`src/rtl/demux_tree_pkg.sv`:
```
package demux_tree_pkg;

    typedef enum logic {
        SLOT_EMPTY = 1'b0,
        SLOT_FULL  = 1'b1
    } slot_state_e;

    // Smallest number of levels whose leaf count covers n outputs.
    function automatic int tree_levels(input int n, input int bl);
        int lv;
        int cap;
        lv  = 0;
        cap = 1;
        while (cap < n) begin
            cap = cap << bl;
            lv  = lv + 1;
        end
        if (lv == 0) lv = 1;
        return lv;
    endfunction

    // Index of the first channel at depth d (depth 0 is the block input).
    function automatic int chan_base(input int d, input int bl);
        int acc;
        acc = 0;
        for (int k = 0; k < d; k++) acc = acc + (1 << (k * bl));
        return acc;
    endfunction

    // Bit offset of the first payload at depth d; payloads shrink by bl per depth.
    function automatic int pay_base(input int d, input int levels, input int bl, input int dw);
        int acc;
        acc = 0;
        for (int k = 0; k < d; k++) acc = acc + (1 << (k * bl)) * (dw + (levels - k) * bl);
        return acc;
    endfunction

endpackage

```
`src/rtl/demux_node.sv`:
```
module demux_node
    import demux_tree_pkg::*;
#(
    parameter int IN_W     = 10,
    parameter int SEL_BITS = 1,
    localparam int FAN     = 1 << SEL_BITS,
    localparam int OUT_W   = IN_W - SEL_BITS
) (
    input  logic                 clk,
    input  logic                 rst,
    input  logic                 in_valid,
    output logic                 in_ready,
    input  logic [IN_W-1:0]      in_payload,
    output logic [FAN-1:0]       out_valid,
    input  logic [FAN-1:0]       out_ready,
    output logic [FAN*OUT_W-1:0] out_payload
);

    logic [SEL_BITS-1:0] sel;
    logic [OUT_W-1:0]    fwd;
    slot_state_e         state_q [FAN];
    slot_state_e         state_d [FAN];
    logic [OUT_W-1:0]    slot_q  [FAN];
    logic [FAN-1:0]      take;

    // Most significant select bits are decoded here; the rest travel on.
    always_comb begin
        sel = in_payload[IN_W-1 -: SEL_BITS];
        fwd = in_payload[OUT_W-1:0];
    end

    // Next-state logic of every slot: TAKE (EMPTY->FULL), DRAIN (FULL->EMPTY).
    always_comb begin
        for (int k = 0; k < FAN; k++) begin
            state_d[k] = state_q[k];
            take[k]    = 1'b0;
            unique case (state_q[k])
                SLOT_EMPTY: begin
                    if (in_valid && (sel == SEL_BITS'(k))) begin
                        state_d[k] = SLOT_FULL;
                        take[k]    = 1'b1;
                    end
                end
                SLOT_FULL: begin
                    if (out_ready[k]) state_d[k] = SLOT_EMPTY;
                end
                default: state_d[k] = SLOT_EMPTY;
            endcase
        end
    end

    // State register.
    always_ff @(posedge clk) begin
        if (rst) begin
            for (int k = 0; k < FAN; k++) state_q[k] <= SLOT_EMPTY;
        end else begin
            for (int k = 0; k < FAN; k++) state_q[k] <= state_d[k];
        end
    end

    // Data slots load only on TAKE; no reset needed, valid gates them.
    always_ff @(posedge clk) begin
        for (int k = 0; k < FAN; k++) begin
            if (take[k]) slot_q[k] <= fwd;
        end
    end

    // Outputs from state.
    always_comb begin
        in_ready = (state_q[sel] == SLOT_EMPTY);
        for (int k = 0; k < FAN; k++) begin
            out_valid[k]                     = (state_q[k] == SLOT_FULL);
            out_payload[k*OUT_W +: OUT_W]    = slot_q[k];
        end
    end

endmodule

```
`src/rtl/demux_tree.sv`:
```
module demux_tree
    import demux_tree_pkg::*;
#(
    parameter int DATA_W      = 8,
    parameter int NUM_OUTS    = 16,
    parameter int BRANCH_LOG2 = 2,
    localparam int FAN        = 1 << BRANCH_LOG2,
    localparam int LEVELS     = tree_levels(NUM_OUTS, BRANCH_LOG2),
    localparam int SEL_W      = LEVELS * BRANCH_LOG2,
    localparam int MSG_W      = SEL_W + DATA_W,
    localparam int LEAVES     = 1 << SEL_W
) (
    input  logic                       clk,
    input  logic                       rst,
    input  logic                       in_valid,
    output logic                       in_ready,
    input  logic [MSG_W-1:0]           in_msg,
    output logic [NUM_OUTS-1:0]        out_valid,
    input  logic [NUM_OUTS-1:0]        out_ready,
    output logic [NUM_OUTS*DATA_W-1:0] out_data
);

    localparam int NCH  = chan_base(LEVELS + 1, BRANCH_LOG2);
    localparam int NPAY = pay_base(LEVELS + 1, LEVELS, BRANCH_LOG2, DATA_W);
    localparam int LC   = chan_base(LEVELS, BRANCH_LOG2);
    localparam int LP   = pay_base(LEVELS, LEVELS, BRANCH_LOG2, DATA_W);

    // All channels of all depths, flattened; depth 0 is the block input.
    logic [NCH-1:0]  ch_valid;
    logic [NCH-1:0]  ch_ready;
    logic [NPAY-1:0] ch_pay;

    assign ch_valid[0]        = in_valid;
    assign ch_pay[MSG_W-1:0]  = in_msg;
    assign in_ready           = ch_ready[0];

    for (genvar d = 0; d < LEVELS; d++) begin : g_lvl
        localparam int NODES = 1 << (d * BRANCH_LOG2);
        localparam int IN_W  = DATA_W + (LEVELS - d) * BRANCH_LOG2;
        localparam int OUT_W = IN_W - BRANCH_LOG2;
        localparam int CI    = chan_base(d, BRANCH_LOG2);
        localparam int CO    = chan_base(d + 1, BRANCH_LOG2);
        localparam int PI    = pay_base(d, LEVELS, BRANCH_LOG2, DATA_W);
        localparam int PO    = pay_base(d + 1, LEVELS, BRANCH_LOG2, DATA_W);
        for (genvar n = 0; n < NODES; n++) begin : g_node
            demux_node #(
                .IN_W     (IN_W),
                .SEL_BITS (BRANCH_LOG2)
            ) u_node (
                .clk         (clk),
                .rst         (rst),
                .in_valid    (ch_valid[CI + n]),
                .in_ready    (ch_ready[CI + n]),
                .in_payload  (ch_pay[PI + n*IN_W +: IN_W]),
                .out_valid   (ch_valid[CO + n*FAN +: FAN]),
                .out_ready   (ch_ready[CO + n*FAN +: FAN]),
                .out_payload (ch_pay[PO + n*FAN*OUT_W +: FAN*OUT_W])
            );
        end
    end

    // Leaves map to ports; leaves past NUM_OUTS are tied off.
    for (genvar j = 0; j < LEAVES; j++) begin : g_leaf
        if (j < NUM_OUTS) begin : g_used
            assign out_valid[j]                  = ch_valid[LC + j];
            assign out_data[j*DATA_W +: DATA_W]  = ch_pay[LP + j*DATA_W +: DATA_W];
            assign ch_ready[LC + j]              = out_ready[j];
        end else begin : g_spare
            assign ch_ready[LC + j] = 1'b1;
        end
    end

endmodule

```
`config.mk`:
```
export PLATFORM = sky130hd
export DESIGN_NAME = demux_tree
export DESIGN_NICKNAME = d
export VERILOG_FILES = /design/src/rtl/demux_tree_pkg.sv /design/src/rtl/demux_node.sv /design/src/rtl/demux_tree.sv
export SDC_FILE = /design/constraint.sdc
export NUM_CORES = 1
export LEC_CHECK = 0
export ABC_CLOCK_PERIOD_IN_PS = 1800
export CAP_MARGIN = 15
export CORE_MARGIN = 8
export CORE_UTILIZATION = 45
export DETAILED_ROUTE_END_ITERATION = 10
export DONT_BUFFER_PORTS = 1
export GPL_ROUTABILITY_DRIVEN = 1
export GPL_TIMING_DRIVEN = 0
export MAX_ROUTING_LAYER = met4
export PLACE_DENSITY = 0.6
export SLEW_MARGIN = 20
export SYNTH_ARGS = -nofsm -noshare
export SYNTH_HDL_FRONTEND = slang
export SYNTH_SLANG_ARGS = --single-unit
```
`constraint.sdc`:
```
create_clock -name clk -period 1.8 [get_ports clk]
set_input_delay 0.27 -clock clk [delete_from_list [all_inputs] [get_ports clk]]
set_output_delay 0.27 -clock clk [all_outputs]
set_load 0.01 [all_outputs]
```
; ---- After elaboration in Yosys (flattened, before gate mapping)
; Memories as Yosys holds them, arrays and structs flattened.
; Index checks and enable logic that the tools add are counted.
; Widths: inputs -> output; s select.
[op_classes]
reduce_logical = 40
bitwise_logic = 41
n_mux = 188
eq_ne = 15
[ops]
columns = cell, count
row1 = $mux 1, 138
row2 = $mux 8, 12
row3 = $reduce_or 8->1, 12
row4 = $pmux 1 s2, 20
row5 = $mux 10, 3
row6 = $mux 2, 15
row7 = $reduce_or 10->1, 3
row8 = $not 1->1, 21
row9 = $eq 2x2->1 const B, 10
row10 = $logic_and 1x1->1, 20
row11 = $or 1x1->1, 20
row12 = $eq 2x1->1 const B, 5
row13 = $logic_not 2->1, 5
[totals]
ff_bits = 0
memories = 10
ramBits = 188
in_bits = 31
[mem_list]
columns = memory, depth, width, read_ports, rd_ports_with_merged_regs, wr, line
row1 = g_lvl[0].g_node[0].u_node.slot_q, 4, 10, 4, 0, 1, demux_node.sv:23  ; logic [OUT_W-1:0] slot_q [FAN];
row2 = g_lvl[1].g_node[0].u_node.slot_q, 4, 8, 4, 0, 1, demux_node.sv:23
row3 = g_lvl[1].g_node[1].u_node.slot_q, 4, 8, 4, 0, 1, demux_node.sv:23
row4 = g_lvl[1].g_node[2].u_node.slot_q, 4, 8, 4, 0, 1, demux_node.sv:23
row5 = g_lvl[1].g_node[3].u_node.slot_q, 4, 8, 4, 0, 1, demux_node.sv:23
row6 = g_lvl[0].g_node[0].u_node.state_q, 4, 1, 5, 0, 4, demux_node.sv:21  ; slot_state_e state_q [FAN];
row7 = 4 more memories, --, --, --, --, --, --

; ---- Logic depth before layout (Yosys ltp)
; Gate-level depths: netlist (run 1).
[logic_depth]
word_depth = 10
depth_mapped = 3

; ---- Hierarchy
; A second synthesis (run 1) with hierarchy kept.
[unflattened]
cells_unflattened = 288
hier_area_um2 = 6277.3
[by_module_without_submodules]
columns = module, n_inst, seq_area_each_um2, area_per_inst_um2, cells_each
row1 = demux_node (g_lvl[1].g_node[0].u_node ...), 4, 1041.0, 1207.4, 56
row2 = demux_node (g_lvl[0].g_node[0].u_node), 1, 1281.2, 1447.6, 64

; ---- Least setup slack after synthesis (run 1)
; Ideal clock, no wire load.
[synth_path]
path_type = flip-flop to flip-flop
start = memory g_lvl[0].g_node[0].u_node.slot_q[3][8] (netlist name)
end = memory g_lvl[1].g_node[3].u_node.slot_q[2][0] (netlist name) (enable)
slack_ns = 0.097
t_arrival_ns = 1.315
path_stages_with_launch = 3
cell_sequence = edfxtp_1 nand2b_1 nor3b_1
[synth_rtl]
columns = element, line
row1 = "start, declared", demux_node.sv:23
row2 = "end, declared", demux_node.sv:23

==> results.json, run 1 <==
{
  "finalCritPeriodShare_pct": 93.4,
  "fin_skew_ns": 0.00466,
  "yosys_warnings": 0,
  "num_vias": 3132,
  "utilization_pct": 52.3,
  "tightest_slew_ns": 0.882,
  "slew_violations": 0,
  "area_growth_syn_to_layout_pct": 14.5,
  "hp-class": "input pin to flop",
  "grt_pass1_vias": 3251,
  "r2r_end": "g_lvl[1].g_node[3].u_node.slot_q[3][0]",
  "crit_arrival_ns": 1.41,
  "core_um2": 15700,
  "required_ns": 1.53,
  "critPathCaptureType": "output port",
  "rrSetupSlack_ns": 0.12,
  "worstHoldStart": "in_msg[10]",
  "status": "finished, final reports clean",
  "grt.total_usage_pct": 14.5,
  "ys_types": 22,
  "viasPerCell": 4.65,
  "finalSetupTns_ns": 0,
  "syn_nets": 442,
  "cts-htree-levels": 4,
  "regToRegStartpoint": "g_lvl[0].g_node[0].u_node.state_q[3]",
  "synthTopCellsByArea": "edfxtp_1 70%, buf_4 15%, dfxtp_1 5.6%",
  "gr-total-overflow": 0,
  "async_reset_ff_share_pct": 0,
  "maxCapViolations": 0,
  "worst-path-max-fanout": 5,
  "drc": 0,
  "cts.path.max_buffers": 2,
  "die_w_um": 142,
  "fmax_mhz": 595,
  "fp-row-count": 46,
  "finalPower_mw": 8.49,
  "synthesis.area_um2": 7170,
  "synthTopCellsByCount": "168 x edfxtp_1, 144 x buf_4, 20 x dfxtp_1",
  "ant_nets": 0,
  "ys_ff_latch": 188,
  "finalHoldViolations": 0,
  "relSlewSlack_pct": 40.9,
  "synth_flop_cell": "edfxtp_1",
  "synth.most_common_cell": "edfxtp_1",
  "grt_antenna_before_repair": 0,
  "max_stage_delay_ns": 0.50,
  "cts_tree": "yes",
  "crit_path_start_kind": "flop",
  "cts_num_sinks": 188,
  "path_delay_family": "multiplexers",
  "slowest_stage": "mux4_2",
  "seq_area_frac_synth_pct": 75.9,
  "power_density_nw_per_um2": 1030,
  "worstHoldPathCells": 2,
  "path_buf_inv": 1,
  "min_to": "g_lvl[0].g_node[0].u_node.state_q[3]",
  "synthCells": 411,
  "nets": 476,
  "finalSetupViolCount": 0,
  "critPathKind": "flop to output port",
  "grt_pass1_wl_mm": 20.3,
  "detail_route.wl_per_cell_um": 21.2,
  "cts.root.buffer_cell": "clkbuf_16",
  "cts_setup_buffers": 0,
  "dr.first_iter.drc_count": 177,
  "die_area_um2": 20200,
  "pin_count": 176,
  "hold_ws_ns": 0.0318,
  "initial_utilization_pct": 45.7,
  "vdd_drop_max_mv": 0.618,
  "synth_top_area_share_pct": 70.3,
  "crit_chain": "mux4_2, inv_1",
  "dieHeight_um": 142,
  "reg2reg_depth": 2,
  "layout-drive-gt1-share_pct": 47.8,
  "gp_congestion": 0.739,
  "hpwl_mm": 10.2,
  "fillers": 1277,
  "p_leak_nw": 2.96,
  "clkLatencyLatePin_ns": 0.41,
  "drt_pass1_iterations": 5,
  "syn_avg_cell_area_um2": 17.5,
  "yosysTopAreaCell": "edfxtp_1",
  "wirelength_mm": 14.3,
  "diodes": 0,
  "rsz0062_at_grt": "false",
  "period_needed_ns": 1.68,
  "grt_max_degree": 18,
  "cts_inserted_buffers": 17,
  "synth_edf_count": 168,
  "portBuffers": 0,
  "path_clk_slew_ns": 0.07,
  "startpoint": "g_lvl[0].g_node[0].u_node.state_q[3]"
}
cell families after synthesis:
group	share of synthesized area, %
mux	1.54
simple gates	4.60
flops	75.9
buf+inv	15.2
compound gates	2.72
cell usage in the layout, fill, tap and decap left out, drive strengths merged:
cell	count
a21oi	2
nor2	3
a32oi	1
bufinv	1
edfxtp	168
inv	7
dlygate4sd3	10
clkinvlp	2
nand2	5
dfxtp	20
buf	149
and3	1
and4bb	1
clkbuf	20
o22ai	1
nor3b	8
nor3	9
o21ba	17
mux2i	2
clkinv	5
nand2b	4
mux4	4
nor2b	17
nor4b	1
area by class of cell:
type	instances	area (µm²)	area share, %
Sequential cell	188	5450	66.3
Buffer	146	1090	13.2
Multi-Input combinational cell	76	706	8.59
Clock buffer	18	429	5.22
Tap cell	216	270	3.29
Timing Repair Buffer	15	138	1.68
Clock inverter	14	136	1.66
Inverter	1	3.75	0.0457
layer usage:
metal | track usage, % | vias to the layer above | routed length [µm]
li1 | - | 1415 | -
met1 | 16.1 | 1593 | 5620
met2 | 24.6 | 106 | 7550
met3 | 3.56 | 18 | 848
met4 | 6.11 | 0 | 268
met5 | - | - | 0
registers in the layout (all words and copies together), names as in the netlist:
signal / count
g_lvl.g_node.u_node.slot_q: 168
g_lvl.g_node.u_node.state_q: 20
what timing repair did:
item / 4_1_cts / 5_1_grt
endpoints found under the hold margin: 40 / 0
setup endpoints to repair: 8 / 0
hold buffers: 10 / 0
resized for setup: 1 / 0
power by group:
group | switching (mW) | internal, mW | leakage [nW]
clock network | 1.59 | 1.94 | 0.274
registers | 0.0340 | 4.78 | 1.68
logic | 0.0871 | 0.0612 | 1.00
worst max-delay path by stage:
stage	end	slack, ns	cells after the start
after floorplan	g_lvl[1].g_node[3].u_node.slot_q[2][0]	0.1	2
after global placement	g_lvl[1].g_node[3].u_node.slot_q[2][4]	-0.50	2
after detailed placement	g_lvl[1].g_node[0].u_node.slot_q[2][5]	-0.005	2
after CTS	g_lvl[1].g_node[1].u_node.slot_q[1][0]	0.09	2
after global routing	g_lvl[1].g_node[3].u_node.slot_q[3][2]	0.01	2
final	in_ready	0.12	2
through the flow:
step / cell area, µm² / worst slack [ns] / instances
floorplan: 7170 / 0.0974 / 411
global placement: 7440 / -0.500 / 627
detailed placement: 7540 / -0.00469 / 632
CTS: 8220 / 0.0890 / 674
global route: 8220 / 0.0115 / 674
finish: 8220 / 0.119 / 674
Note: power is estimated with default switching activity, not from simulation.
==> run 2: changes to the inputs <==
ABC_CLOCK_PERIOD_IN_PS = 2000   (was 1800)
GPL_TIMING_DRIVEN = 1   (was 0)
PLACE_DENSITY = 0.61   (was 0.6)
clock period = 2 ns   (was 1.8 ns; I/O delays follow)
==> run 2 against run 1 <==
  * Total power down 11%
  * Combinational power fell by 32%
  * Via count decreased by 17%
  * Utilization down 6.5 points
  * Sequential power decreased by 9.8%
  * Routed wire length down 6.6%
  * Hold slack better by 0.0094 ns
  * Sequential cell count stayed put
  * First-iteration DRC count is 5.1% lower
  * Critical path depth stayed put
  * Cell count down 19%
  * Critical endpoint unchanged
  * Count of clock-buffer cells in the layout is 3 higher
==> results.json, run 2 (synthesized netlist as in run 1, its figures left out) <==
{
  "status": "finished, final reports clean",
  "finalSetupTns_ns": 0,
  "core_um2": 15700,
  "dr.first_iter.drc_count": 168,
  "rsz0062_at_grt": "false",
  "cts.path.max_buffers": 2,
  "initial_utilization_pct": 45.7,
  "crit_path_start_kind": "flop",
  "critPathKind": "flop to output port",
  "layout-drive-gt1-share_pct": 24.3,
  "vdd_drop_max_mv": 0.524,
  "max_stage_delay_ns": 0.53,
  "grt_antenna_before_repair": 0,
  "cts.root.buffer_cell": "clkbuf_16",
  "path_buf_inv": 1,
  "cts_tree": "yes",
  "power_density_nw_per_um2": 1050,
  "relSlewSlack_pct": 67.6,
  "viasPerCell": 4.80,
  "ant_nets": 0,
  "largest_reg_flops": 168,
  "worst-path-max-fanout": 5,
  "finalSetupViolCount": 0,
  "tightest_slew_ns": 0.486,
  "hpwl_mm": 9.39,
  "finalCritPeriodShare_pct": 88.5,
  "cts_num_sinks": 188,
  "nets": 347,
  "clkLatencyLatePin_ns": 0.43,
  "maxCapViolations": 0,
  "grt.total_usage_pct": 13.9,
  "path_clk_slew_ns": 0.07,
  "dp.cells": 502,
  "diodes": 0,
  "slew_violations": 0,
  "reg.largest.list": "g_lvl.g_node.u_node.slot_q x168, g_lvl.g_node.u_node.state_q x20",
  "seqCellArea_um2": 5450,
  "gp_congestion": 0.698,
  "final_common_cell": "edfxtp_1",
  "hold_buffers": 11,
  "slowest_stage": "mux4_2",
  "grt_pass1_vias": 2721,
  "critPathCaptureType": "output port",
  "gr-total-overflow": 0,
  "p_leak_nw": 2.31,
  "portBuffers": 0,
  "worstHoldStart": "rst",
  "crit_chain": "mux4_2, inv_1",
  "crit_arrival_ns": 1.47,
  "fillers": 1317,
  "required_ns": 1.70,
  "layout.cells.non_filler": 545,
  "regToRegStartpoint": "g_lvl[0].g_node[0].u_node.slot_q[2][8]",
  "startpoint": "g_lvl[0].g_node[0].u_node.state_q[0]",
  "top_register": "g_lvl.g_node.u_node.slot_q",
  "period_needed_ns": 1.77,
  "die_w_um": 142,
  "die_area_um2": 20200,
  "hp-class": "input pin to flop",
  "cts-resized-gates": 0,
  "rrSetupSlack_ns": 0.58,
  "drt_pass1_iterations": 4,
  "grt_pass1_wl_mm": 19.0,
  "grt_max_degree": 19,
  "cts_setup_buffers": 0,
  "fp-row-count": 46,
  "area_growth_syn_to_layout_pct": 0.262,
  "wirelength_mm": 13.3,
  "cts-htree-levels": 4,
  "num_vias": 2614,
  "dieHeight_um": 142,
  "detail_route.wl_per_cell_um": 24.5,
  "fmax_mhz": 565,
  "multi_input_area_um2": 661,
  "path_delay_family": "multiplexers",
  "fin_skew_ns": 0.0140,
  "pin_count": 176,
  "drc": 0,
  "finalHoldViolations": 0,
  "cts_inserted_buffers": 17,
  "layout_common_cells": "168 x edfxtp_1, 21 x buf_4, 20 x dfxtp_1"
}
run 2: routing by layer:
| metal | routed length, µm | global-route usage (%) | share of wire (%) |
|---|---|---|---|
| met5 | 0 | - | 0 |
| met4 | 276 | 6.67 | 2.1 |
| met3 | 789 | 4.36 | 5.9 |
| met2 | 6840 | 22.1 | 51 |
| met1 | 5440 | 15.9 | 41 |
run 2: layout make-up:
class                           count  area share, %
Clock inverter                     11           1.30
Sequential cell                   188           75.7
Timing Repair Buffer               32           3.72
Multi-Input combinational cell     76           9.19
Clock buffer                       21           6.26
Inverter                            1         0.0522
Tap cell                          216           3.76
run 2: final timing paths:
kind / end / depth (start not counted)
max: in_ready / 2
min: g_lvl[1].g_node[0].u_node.state_q[2] / 1
min reg2reg: g_lvl[1].g_node[0].u_node.slot_q[2][6] / 0
max reg2reg: g_lvl[1].g_node[2].u_node.slot_q[2][1] / 2
run 2: report_power, final:
| group | internal (mW) | switching [mW] |
|---|---|---|
| Sequential | 4.30 | 0.0401 |
| Clock | 1.74 | 1.34 |
| Combinational | 0.0421 | 0.0588 |
run 2: through the flow:
step	utilization [%]	power, mW	setup slack [ns]	hold slack (ns)	area [µm²]
floorplan	-	4.47	0.297	0.399	7170
global placement	41.6	4.48	0.618	0.376	6540
detailed placement	41.6	4.49	0.561	0.378	6540
CTS	45.8	7.60	0.202	0.0206	7190
global route	45.8	7.76	0.179	0.0185	7190
finish	45.8	7.52	0.231	0.0412	7190
run 2: worst reg2reg max path, cell delays in order (launching register included):
cell	delay [ns]
edfxtp_1	0.50
nor3_2	0.42
buf_4	0.22
==> run 3: changes to the inputs <==
CORE_UTILIZATION = 50   (was 45)
CTS_BUF_LIST = sky130_fd_sc_hd__clkbuf_4 sky130_fd_sc_hd__clkbuf_8   (was default)
MAX_ROUTING_LAYER = default   (was met4)
PLACE_DENSITY = 0.66   (was 0.61)
==> run 3 against run 2 <==
  * Utilization rose by 4.3 points
  * Routed wire length rose by 2.8%
  * Via count rose by 0.38%
  * Sequential share of layout area rose by 2.3 points
  * Critical path type unchanged
==> results.json, run 3 (synthesized netlist as in run 1, its figures left out) <==
{
  "gr-total-overflow": 0,
  "finalCritPeriodShare_pct": 89.6,
  "path_delay_family": "multiplexers",
  "hold_buffers": 14,
  "p_sw_mw": 1.32,
  "reg2reg_depth": 2,
  "seqCellArea_um2": 5450,
  "power_frac_comb_pct": 1.7,
  "num_vias": 2624,
  "hp-class": "input pin to flop",
  "crit_arrival_ns": 1.49,
  "core_um2": 13900,
  "cts_setup_buffers": 0,
  "r2r_end": "g_lvl[1].g_node[3].u_node.slot_q[3][4]",
  "die_area_um2": 18400,
  "grt_antenna_before_repair": 0,
  "p_int_mw": 5.44,
  "cts_tree": "yes",
  "rrSetupSlack_ns": 0.40,
  "fp-row-count": 43,
  "final_common_cell": "edfxtp_1",
  "worstHoldStart": "out_ready[14]",
  "detail_route.wl_per_cell_um": 26.9,
  "initial_utilization_pct": 51.5,
  "regToRegStartpoint": "g_lvl[0].g_node[0].u_node.state_q[3]",
  "crit_chain": "mux4_2, inv_1",
  "multi_input_area_um2": 651,
  "die_w_um": 136,
  "worst-path-max-fanout": 5,
  "finalSetupTns_ns": 0,
  "grt_pass1_vias": 2724,
  "status": "finished, final reports clean",
  "p_clk_share_pct": 34.2,
  "p_leak_nw": 2.24,
  "tightest_slew_ns": 0.822,
  "dr.first_iter.drc_count": 175,
  "cts.root.buffer_cell": "clkbuf_8",
  "required_ns": 1.70,
  "slew_violations": 0,
  "drc": 0,
  "critPathKind": "flop to output port",
  "ant_nets": 0,
  "finalHoldViolations": 0,
  "max_stage_delay_ns": 0.48,
  "clkLatencyLatePin_ns": 0.45,
  "largest_reg_flops": 168,
  "nets": 349,
  "rsz0062_at_grt": "false",
  "crit_path_start_kind": "flop",
  "hpwl_mm": 9.65,
  "cts.path.max_buffers": 2,
  "grt_pass1_wl_mm": 19.2,
  "fmax_mhz": 558,
  "gp_congestion": 0.696,
  "grt.total_usage_pct": 15.0,
  "worstHoldPathCells": 2,
  "p_seq_share_pct": 64.1,
  "cts-resized-gates": 0,
  "viasPerCell": 5.14,
  "cts_inserted_buffers": 17,
  "diodes": 0,
  "layout_common_cells": "168 x edfxtp_1, 20 x dfxtp_1, 20 x buf_4",
  "relSlewSlack_pct": 45.0,
  "cts-htree-levels": 4,
  "portBuffers": 0,
  "maxCapViolations": 0,
  "finalSetupViolCount": 0,
  "pin_count": 176,
  "power_switching_share_pct": 19.6,
  "reg.largest.list": "g_lvl.g_node.u_node.slot_q x168, g_lvl.g_node.u_node.state_q x20",
  "wirelength_mm": 13.7,
  "drt_pass1_iterations": 4,
  "critPathCaptureType": "output port",
  "fin_skew_ns": 0.00685,
  "power_density_nw_per_um2": 969,
  "dieHeight_um": 136,
  "slowest_stage": "mux4_2",
  "path_clk_slew_ns": 0.08,
  "period_needed_ns": 1.79,
  "path_buf_inv": 1,
  "cts_num_sinks": 188,
  "grt_max_degree": 19,
  "min_to": "g_lvl[1].g_node[3].u_node.state_q[2]",
  "top_register": "g_lvl.g_node.u_node.slot_q",
  "area_growth_syn_to_layout_pct": -2.65,
  "layout-drive-gt1-share_pct": 23.3,
  "utilization_pct": 50.1,
  "fillers": 1114,
  "vdd_drop_max_mv": 0.483
}
==> run 3: cell count changes in the layout (fill, tap and decap cells not counted), sizes merged <==
cell,previous run,this run
buf,21,20
inv,4,3
clkinv,6,9
dlygate4sd3,11,14
bufinv,1,2
clkbuf,21,18
==> run 3: worst register-to-register path: stages, from the launching register on <==
cell and delay (ns):
dfxtp_1 0.42, nand2_1 0.11, nor3b_2 0.70
==> run 3: layer usage <==
layer | global-route usage (%) | wire [µm]
met1 | 16.8 | 5210
met4 | 5.98 | 195
met3 | 5.82 | 989
met5 | 0 | 0
met2 | 25.2 | 7330
==> run 3: worst max path at each step <==
stage,startpoint,to,slack (ns),depth (start not counted)
3_3_place_gp,g_lvl[0].g_node[0].u_node.state_q[3],g_lvl[1].g_node[3].u_node.slot_q[3][5],0.50,2
4_1_cts,g_lvl[0].g_node[0].u_node.state_q[0],in_ready,0.17,2
2_1_floorplan,g_lvl[0].g_node[0].u_node.slot_q[3][8],g_lvl[1].g_node[3].u_node.slot_q[2][0],0.30,2
6_report,g_lvl[0].g_node[0].u_node.state_q[0],in_ready,0.21,2
5_1_grt,g_lvl[0].g_node[0].u_node.state_q[0],in_ready,0.12,2
3_5_place_dp,g_lvl[0].g_node[0].u_node.state_q[3],g_lvl[1].g_node[3].u_node.slot_q[3][3],0.35,2
==> run 3: per-stage QoR <==
| stage | instance area, µm² | total power, mW | hold slack [ns] | worst slack, ns | instances |
|---|---|---|---|---|---|
| finish | 6980 | 6.76 | 0.0781 | 0.208 | 511 |
| global route | 6980 | 6.99 | 0.0384 | 0.121 | 511 |
| detailed placement | 6470 | 4.49 | 0.379 | 0.347 | 465 |
| CTS | 6980 | 6.84 | 0.0471 | 0.167 | 511 |
| global placement | 6470 | 4.48 | 0.376 | 0.504 | 465 |
| floorplan | 7170 | 4.47 | 0.399 | 0.297 | 411 |
==> run 3: layout make-up <==
type | count | area share [%]
flip-flops and latches | 188 | 78.0
inverters | 1 | 0.0538
multi-input cells | 76 | 9.32
well taps | 180 | 3.23
repair buffers | 34 | 4.16
clock buffers | 18 | 3.46
clock inverters | 14 | 1.81
==> run 3: power by group through the flow <==
stage	Sequential, mW	Clock, mW	Combinational (mW)
detailed placement	4.43	0	0.0588
CTS	4.34	2.38	0.117
global placement	4.42	0	0.0571
global route	4.34	2.53	0.120
floorplan	4.40	0	0.0697
finish	4.33	2.32	0.113
